--- config.mk ---
export PLATFORM = sky130hd
export DESIGN_NAME = refresh_keeper
export DESIGN_NICKNAME = d
export VERILOG_FILES = /design/src/rtl/refresh_keeper.sv
export SDC_FILE = /design/constraint.sdc
export NUM_CORES = 1
export LEC_CHECK = 0
export CAP_MARGIN = 20
export CORE_ASPECT_RATIO = 0.7
export CORE_MARGIN = 2
export CORE_UTILIZATION = 60
export DETAILED_ROUTE_END_ITERATION = 10
export HOLD_SLACK_MARGIN = 0.05
export PLACE_DENSITY = 0.91
export SETUP_SLACK_MARGIN = 0.4
export SLEW_MARGIN = 30
export SYNTH_ARGS = -nofsm -noshare
export SYNTH_HDL_FRONTEND = slang
export SYNTH_SLANG_ARGS = --single-unit
--- constraint.sdc ---
create_clock -name clk_i -period 7.4 [get_ports clk_i]
set_clock_uncertainty 0.2 [all_clocks]
set_input_delay 1.11 -clock clk_i [delete_from_list [all_inputs] [get_ports clk_i]]
set_output_delay 1.11 -clock clk_i [all_outputs]
set_load 0.05 [all_outputs]
--- src/rtl/refresh_keeper.sv ---
module refresh_keeper #(
  parameter int RANKS       = 2,
  parameter int REFI_CYC    = 3120,
  parameter int RFC_CYC     = 51,
  parameter int XSNR_CYC    = 55,
  parameter int XSRD_CYC    = 200,
  parameter int CKE_LOW_MIN = 3,
  parameter int DEBT_CAP    = 8
) (
  input  logic             clk_i,
  input  logic             rst_ni,
  input  logic             hot_i,
  input  logic [RANKS-1:0] ref_go_i,
  input  logic [RANKS-1:0] all_pre_i,
  input  logic [RANKS-1:0] sr_enter_i,
  input  logic [RANKS-1:0] sr_exit_i,
  output logic [RANKS-1:0] ref_req_o,
  output logic [RANKS-1:0] ref_urgent_o,
  output logic [RANKS-1:0] act_ok_o,
  output logic [RANKS-1:0] rd_ok_o,
  output logic [RANKS-1:0] cke_o
);
  localparam int TW = $clog2(REFI_CYC + 1);
  localparam int DW = $clog2(DEBT_CAP + 1);
  localparam int RW = $clog2(RFC_CYC + 1);
  localparam int NW = $clog2(XSNR_CYC + 1);
  localparam int SW = $clog2(XSRD_CYC + 1);
  localparam int LW = $clog2(CKE_LOW_MIN + 1);

  logic [TW-1:0] ivl_q;
  logic [TW-1:0] limit;
  logic          tick;

  assign limit = hot_i ? TW'(REFI_CYC / 2) : TW'(REFI_CYC);
  assign tick  = (ivl_q >= limit - 1'b1);

  always_ff @(posedge clk_i) begin
    if (!rst_ni)   ivl_q <= '0;
    else if (tick) ivl_q <= '0;
    else           ivl_q <= ivl_q + 1'b1;
  end

  for (genvar g = 0; g < RANKS; g++) begin : g_rank
    logic [DW-1:0] debt_q;
    logic [RW-1:0] rfc_q;
    logic [NW-1:0] xsnr_q;
    logic [SW-1:0] xsrd_q;
    logic [LW-1:0] low_q;
    logic          sr_q;
    logic          quiet, full, take, inc, go_sr, leave;

    assign quiet = !sr_q && (rfc_q == '0) && (xsnr_q == '0);
    assign full  = (debt_q == DW'(DEBT_CAP));
    assign take  = ref_go_i[g] && ref_req_o[g];
    assign inc   = tick && (!full || take);
    assign go_sr = sr_enter_i[g] && all_pre_i[g] && quiet && !take;
    assign leave = sr_exit_i[g] && sr_q && (low_q >= LW'(CKE_LOW_MIN));

    assign ref_req_o[g]    = quiet && (debt_q != '0);
    assign ref_urgent_o[g] = !sr_q && full;
    assign act_ok_o[g]     = quiet && !full;
    assign rd_ok_o[g]      = !sr_q && (rfc_q == '0) && (xsrd_q == '0) && !full;
    assign cke_o[g]        = !sr_q;

    always_ff @(posedge clk_i) begin
      if (!rst_ni) begin
        debt_q <= '0;
        rfc_q  <= '0;
        xsnr_q <= '0;
        xsrd_q <= '0;
        low_q  <= '0;
        sr_q   <= 1'b0;
      end else begin
        if (go_sr || sr_q) debt_q <= '0;
        else               debt_q <= debt_q + DW'(inc) - DW'(take);

        if (take)               rfc_q <= RW'(RFC_CYC - 1);
        else if (rfc_q != '0)   rfc_q <= rfc_q - 1'b1;

        if (leave)              xsnr_q <= NW'(XSNR_CYC - 1);
        else if (xsnr_q != '0)  xsnr_q <= xsnr_q - 1'b1;

        if (leave)              xsrd_q <= SW'(XSRD_CYC - 1);
        else if (xsrd_q != '0)  xsrd_q <= xsrd_q - 1'b1;

        if (go_sr)                                       low_q <= LW'(1);
        else if (sr_q && (low_q < LW'(CKE_LOW_MIN)))     low_q <= low_q + 1'b1;

        if (go_sr)      sr_q <= 1'b1;
        else if (leave) sr_q <= 1'b0;
      end
    end
  end
endmodule

==> out/metrics.csv, run 1 <==
stage;metric;value;unit
floorplanning;core region area;5700;sq um
power_and_ir_drop;Worst VDD drop;0.235;mV
outcome;status;completed;
placement;DP Worst Slack;2940;ps
sta;final cycle utilization of the critical path;60.8;%
global_routing;largest net degree at the start of global routing;27;
clock_network;clk slew on worst S/H paths;70;ps
sta;TNS Setup;0;ps
final_layout;Net count, final;472;
critical_path;Worst Setup Start Kind;flop;
power_and_ir_drop;power share of the combinational group;44.0;%
sta;Least-Margin Pin Slew;831;ps
synth;fraction of registers with async set/reset;0;%
final_layout;Final Non-Filler Cells;510;
final_layout;area of the multi-input gates;2050;sq um
sta;max-slew violation count;0;
power_and_ir_drop;sequential share of power;35.8;%
critical_path;Critical R2R Launch;g_rank[0].rfc_q[0];
sta;Slew HR;44.3;%
floorplanning;Die Wd;95.8;um
critical_path;CP Capture Type;output pin;
clock_network;Sink Count;66;
placement;Port Buf Inserts;20;
floorplanning;Total Die Area;6540;sq um
global_routing;first-pass GRT wire length;12700;um
sta;Max Freq;222;MHz
routing;number of remaining DRC errors;0;
power_and_ir_drop;Tot Pwr;1.47;mW
placement;GPL Wtd Cong;0.851;
synth;Post-Syn Area;3540;sq um
synth;yosys warns;0;
synth;Cell variety after synth;49;
critical_path;crit path launch;g_rank[0].xsrd_q[1];
global_routing;gr ovfl total;0;
routing;drt via density;5.88;
hold_path;Min-Delay Path Class;reg -> reg;
power_and_ir_drop;P_sw;0.581;mW
final_layout;FF+latch area;1320;sq um
critical_path;CP required;6090;ps
job;max cap viols;0;
placement;Inst Count DP;495;
synth;register bit count reported by yosys;66;
sta;hold violation count in the final report;0;
routing;Post-Route WL;7730;um
sta;Setup-failing EPs final;0;
clock_network;H-tree depth;3;
synth;Syn Nets;454;
power_and_ir_drop;switch share;39.4;%
critical_path;Worst R2R Path Depth;11;
floorplanning;boundary pin count;21;
routing;vias post-DR;3000;
critical_path;Worst Path Arrival;3190;ps
critical_path;Setup crit end;rd_ok_o[0];
synth;number of flops mapped to enable cells by yosys;0;
synth;Mapped Cells;413;
floorplanning;placement row count;23;
floorplanning;Starting Density;62.2;%
clock_network;hold_buf cts;0;
clock_network;Gates resized, CTS repair;0;
global_routing;GRT Resource Usage Total;25.6;%
power_and_ir_drop;Clock Power Share;20.2;%
synth;Syn Area/Cell;8.58;sq um
synth;sequential area share after synthesis;37.3;%
routing;antenna viol nets, final;0;
critical_path;R2R Path End;g_rank[0].debt_q[2];
final_layout;Area Overhead vs Synth;12.0;%
final_layout;most frequent cells in the layout;66 x dfxtp_1, 49 x nor2_1, 30 x inv_1;
sta;RSZ-0062 raised after global routing;false;
floorplanning;Die H;68.3;um
clock_network;Post-CTS Setup Bufs;0;
routing;DR pass1 iterations;5;
synth;dominant synthesized flop cell;dfxtp_1;
clock_network;Clock Path Buffers;2;
power_and_ir_drop;leakage power;1.62;nW
final_layout;share of cells above drive strength 1;5.06;%
sta;Final Critical Period;4500;ps
critical_path;CP Max Fanout;5;
clock_network;CTS tree;built;
global_routing;initial antenna violation count;0;
routing;wire per inst;15.2;um
power_and_ir_drop;Pwr Density;372;nW/um^2
global_routing;number of global-route vias before repair;2838;
power_and_ir_drop;Int Power;0.894;mW
routing;DR iter-0 viols;198;
clock_network;total CTS buffers;9;
final_layout;ANT cells;0;
clock_network;CTS root buf;clkbuf_8;
placement;Final HPWL DP;5270;um
sta;worst setup margin;2900;ps
critical_path;register-to-register setup slack;4140;ps
final_layout;commonest non-fill, non-tap cell in the layout;dfxtp_1;
clock_network;Clock Latency Late Sink;360;ps
critical_path;critical path type;reg -> out;
final_layout;Filler cells;445;
-- how the worst min path moves through the flow --
stage | start | to | slack, ps | depth (start not counted)
after floorplan | ivl_q[0] | ivl_q[0] | 230 | 1
after global placement | ivl_q[0] | ivl_q[0] | 240 | 1
after detailed placement | ivl_q[0] | ivl_q[0] | 260 | 1
after CTS | ivl_q[0] | ivl_q[0] | 280 | 1
after global routing | g_rank[1].xsrd_q[4] | g_rank[1].xsrd_q[4] | 310 | 2
final | ivl_q[0] | ivl_q[0] | 270 | 1
-- synth_stat cells (all sizes together) (5+ instances only) --
library cell  number  area share, %
nor2              49            5.2
nor3b              5            1.1
or3                6            1.1
inv               30            3.2
a21oi             25            3.6
ha                28            9.9
dfxtp             66             37
nand3             13            1.8
nor4              11            2.1
clkbuf            10            1.1
o21a               6            1.3
o31a               5            1.2
and3               7            1.2
o21ai             12            1.7
nor3              21            3.0
and2               8            1.4
xor2               9            2.2
nand2             23            2.4
mux2i              6            1.7
xnor2             26            6.4
-- worst max-delay path: stages (launching register included) --
cell and delay [ps]:
dfxtp_1 340, inv_1 100, ha_1 220, or3b_1 420
or4b_1 640, nor4_1 260, clkdlybuf4s50_1 870
-- cell type report --
class	instances	share of cell area (%)
clock buffers	12	3.66
clock inverters	3	1.01
inverters	31	2.93
flip-flops and latches	66	33.3
well taps	75	2.36
repair buffers	20	5.04
multi-input cells	303	51.7
-- sequential cells by signal (all words and copies together) (netlist names) --
signal and cells:
ivl_q 12, g_rank.xsnr_q 12, g_rank.sr_q 2, g_rank.xsrd_q 16
g_rank.low_q 4, g_rank.debt_q 8, g_rank.rfc_q 12
-- power by group through the flow --
stage	combinational, mW	clock [mW]	sequential, mW
after floorplan	0.525	0	0.507
after global placement	0.601	0	0.524
after detailed placement	0.627	0	0.531
after CTS	0.642	0.299	0.525
after global routing	0.717	0.313	0.537
final	0.649	0.297	0.528
-- metrics by stage --
stage                     hold slack [ps]  area (sq um)  utilization [%]
after floorplan                       226          3540                -
after global placement                240          3780             66.4
after detailed placement              257          3780             66.4
after CTS                             277          3970             69.7
after global routing                  307          3970             69.7
final                                 274          3970             69.7
-- metal layers --
| layer | part of all wire, % | GRT usage (%) |
|---|---|---|
| met5 | 0 | 0 |
| met4 | 2.7 | 9.46 |
| met3 | 7.0 | 8.59 |
| met2 | 46 | 42.0 |
| met1 | 44 | 31.5 |
-- cell families after synthesis --
kind of cell,after synthesis,share of synthesized area [%]
AO/OA/AOI/OAI,65,11.7
XOR/XNOR,35,8.65
multiplexers,9,2.76
adder cells (fa/ha/maj),30,11.0
AND/OR/NAND/NOR,164,23.8
flip-flops,66,37.3
buffers and inverters,44,4.77
No activity file was read; power rests on OpenSTA's default activity.
==> inputs of run 2 (changes only) <==
--- a/config.mk
+++ b/config.mk
@@ -8,10 +8,10 @@
 export CAP_MARGIN = 20
 export CORE_ASPECT_RATIO = 0.7
 export CORE_MARGIN = 2
-export CORE_UTILIZATION = 60
+export CORE_UTILIZATION = 54
 export DETAILED_ROUTE_END_ITERATION = 10
 export HOLD_SLACK_MARGIN = 0.05
-export PLACE_DENSITY = 0.91
+export PLACE_DENSITY = 0.87
 export SETUP_SLACK_MARGIN = 0.4
 export SLEW_MARGIN = 30
 export SYNTH_ARGS = -nofsm -noshare
==> constraint.sdc (replaced) <==
create_clock -name clk_i -period 3.71 [get_ports clk_i]
set_clock_uncertainty 0.2 [all_clocks]
set_input_delay 0.5565 -clock clk_i [delete_from_list [all_inputs] [get_ports clk_i]]
set_output_delay 0.5565 -clock clk_i [all_outputs]
set_load 0.05 [all_outputs]
==> run 2 against run 1 <==
Compared with the run above:
- total power rose by 110%
- register-to-register slack got worse by 3600 ps
- die area increased by 11%
- hold slack improved by 5.6 ps
- non-clock buffer count rose by 4
- critical path depth rose by 5
- largest cell class unchanged
==> out/metrics.csv, run 2 (same netlist as run 1, synthesis figures left out) <==
stage;metric;value;unit;change
outcome;status;completed;;unchanged
placement;Inst Count DP;502;;was 495
power_and_ir_drop;sequential share of power;33.9;%;was 35.8%
clock_network;Clock Path Buffers;2;;unchanged
global_routing;first-pass GRT wire length;12100;um;was 12,700 um
sta;hold violation count in the final report;0;;unchanged
placement;Final HPWL DP;5170;um;was 5270 um
clock_network;hold_buf cts;0;;unchanged
routing;drt via density;5.56;;was 5.88
routing;met3 wire length;281;um;was 538 um
clock_network;Clock Latency Late Sink;350;ps;was 360 ps
sta;final cycle utilization of the critical path;89.3;%;
final_layout;most frequent cells in the layout;66 x dfxtp_1, 49 x nor2_1, 30 x inv_1;;unchanged
global_routing;number of global-route vias before repair;2672;;was 2,838
final_layout;largest register by flop count;g_rank.xsrd_q;;unchanged
final_layout;commonest non-fill, non-tap cell in the layout;dfxtp_1;;unchanged
global_routing;largest net degree at the start of global routing;27;;unchanged
placement;GPL Wtd Cong;0.849;;was 0.851
final_layout;Final Non-Filler Cells;518;;was 510
sta;Final Critical Period;3310;ps;
final_layout;Filler cells;504;;was 445
power_and_ir_drop;Int Power;1.94;mW;was 0.894 mW
routing;DR iter-0 viols;150;;was 198
power_and_ir_drop;Tot Pwr;3.09;mW;was 1.47 mW
final_layout;FF+latch area;1320;sq um;unchanged
critical_path;critical path type;in -> reg;;was reg -> out
power_and_ir_drop;power share of the combinational group;41.7;%;was 44.0%
clock_network;clk slew on worst S/H paths;80;ps;was 70 ps
global_routing;GRT Resource Usage Total;21.0;%;was 25.6%
routing;vias post-DR;2881;;was 3,000
clock_network;CTS root buf;clkbuf_8;;unchanged
sta;TNS Setup;0;ps;unchanged
clock_network;H-tree depth;3;;unchanged
final_layout;ANT cells;0;;unchanged
critical_path;Worst Path Arrival;3340;ps;was 3190 ps
global_routing;gr ovfl total;0;;unchanged
job;max cap viols;0;;unchanged
clock_network;Sink Count;66;;unchanged
final_layout;final core utilization;65.4;%;was 69.7%
power_and_ir_drop;Clock Power Share;24.3;%;was 20.2%
placement;Port Buf Inserts;20;;unchanged
final_layout;final instance area;4110;sq um;was 3970 sq um
sta;Slew HR;66.4;%;was 44.3%
final_layout;share of cells above drive strength 1;8.64;%;was 5.06%
floorplanning;boundary pin count;21;;unchanged
sta;RSZ-0062 raised after global routing;true;;was false
floorplanning;core region area;6280;sq um;was 5700 sq um
final_layout;area of the multi-input gates;2090;sq um;was 2050 sq um
clock_network;Post-CTS Setup Bufs;0;;unchanged
final_layout;Largest register FFs;16;;unchanged
routing;Top Layer Used;met4;;unchanged
floorplanning;placement row count;24;;was 23
hold_path;Min-Delay Path Class;reg -> reg;;unchanged
floorplanning;Total Die Area;7230;sq um;was 6540 sq um
critical_path;Worst Setup Start Kind;input pin;;was flop
routing;Metal-1 WL;3440;um;was 3400 um
routing;Post-Route WL;7090;um;was 7730 um
routing;antenna viol nets, final;0;;unchanged
floorplanning;Die H;71.8;um;was 68.3 um
power_and_ir_drop;P_sw;1.16;mW;was 0.581 mW
sta;Least-Margin Pin Slew;502;ps;was 831 ps
placement;DP Area;3830;sq um;was 3780 sq um
clock_network;CTS tree;built;;unchanged
critical_path;CP required;3740;ps;was 6090 ps
power_and_ir_drop;switch share;37.4;%;was 39.4%
routing;number of remaining DRC errors;0;;unchanged
sta;Setup-failing EPs final;0;;unchanged
routing;met2 wire len;3310;um;was 3580 um
critical_path;CP Capture Type;flop;;was output pin
sta;Max Freq;302;MHz;
power_and_ir_drop;Worst VDD drop;0.418;mV;was 0.235 mV
critical_path;CP Max Fanout;4;;was 5
sta;max-slew violation count;0;;unchanged
power_and_ir_drop;Pwr Density;753;nW/um^2;was 372 nW/um^2
floorplanning;Die Wd;101;um;was 95.8 um
final_layout;Net count, final;476;;was 472
global_routing;initial antenna violation count;0;;unchanged
clock_network;total CTS buffers;9;;unchanged
final_layout;Area Overhead vs Synth;15.9;%;was 12.0%
floorplanning;Starting Density;56.4;%;was 62.2%
routing;DR pass1 iterations;4;;was 5
power_and_ir_drop;leakage power;1.72;nW;was 1.62 nW
routing;wire per inst;13.7;um;was 15.2 um
run 2: routing by layer:
metal / vias to the layer above / track usage (%)
met1: 1360 / 27.8
met3: 6 / 6.63
li1: 1473 / -
met5: - / 0
met2: 42 / 33.7
met4: 0 / 4.57
run 2: final timing paths:
kind	start	endpoint	slack, ps	depth (start not counted)
min reg2reg	g_rank[1].xsrd_q[4]	g_rank[1].xsrd_q[4]	280	2
max reg2reg	g_rank[0].rfc_q[0]	g_rank[0].debt_q[2]	500	11
max	hot_i	g_rank[0].debt_q[2]	400	11
min	g_rank[1].xsrd_q[4]	g_rank[1].xsrd_q[4]	280	2
run 2: worst max-delay path, cell delays in order:
cell and delay [ps]:
dlygate4sd2_1 270, ha_1 310, a2111o_1 420, o22a_1 220, or4b_4 550, o21ai_0 100, ha_1 190, inv_1 60
fa_1 390, xor2_1 210, nor2_1 60
run 2: stage by stage:
step / hold WS [ps] / setup slack, ps
6_report: 279 / 398
3_3_place_gp: 241 / -10.5
5_1_grt: 311 / 349
3_5_place_dp: 263 / -112
4_1_cts: 282 / 397
2_1_floorplan: 226 / 471
run 2: repair_timing:
item / 4_1_cts / 5_1_grt
pin swaps: 2 / 0
setup endpoints to repair: 8 / 8
gates cloned: 0 / 0
resized for setup: 5 / 5
run 2: layout make-up:
type                            instances  area share, %
Timing Repair Buffer                   24           5.51
Tap cell                               78           2.38
Clock inverter                          6           2.77
Clock buffer                           10           3.35
Multi-Input combinational cell        303           51.0
Inverter                               31           2.83
Sequential cell                        66           32.2
run 2: power by group through the flow:
stage	combinational (mW)	sequential [mW]	clock (mW)
global placement	1.21	1.05	0
floorplan	1.06	1.01	0
global route	1.46	1.07	0.800
finish	1.29	1.05	0.753
detailed placement	1.25	1.06	0
CTS	1.27	1.04	0.766
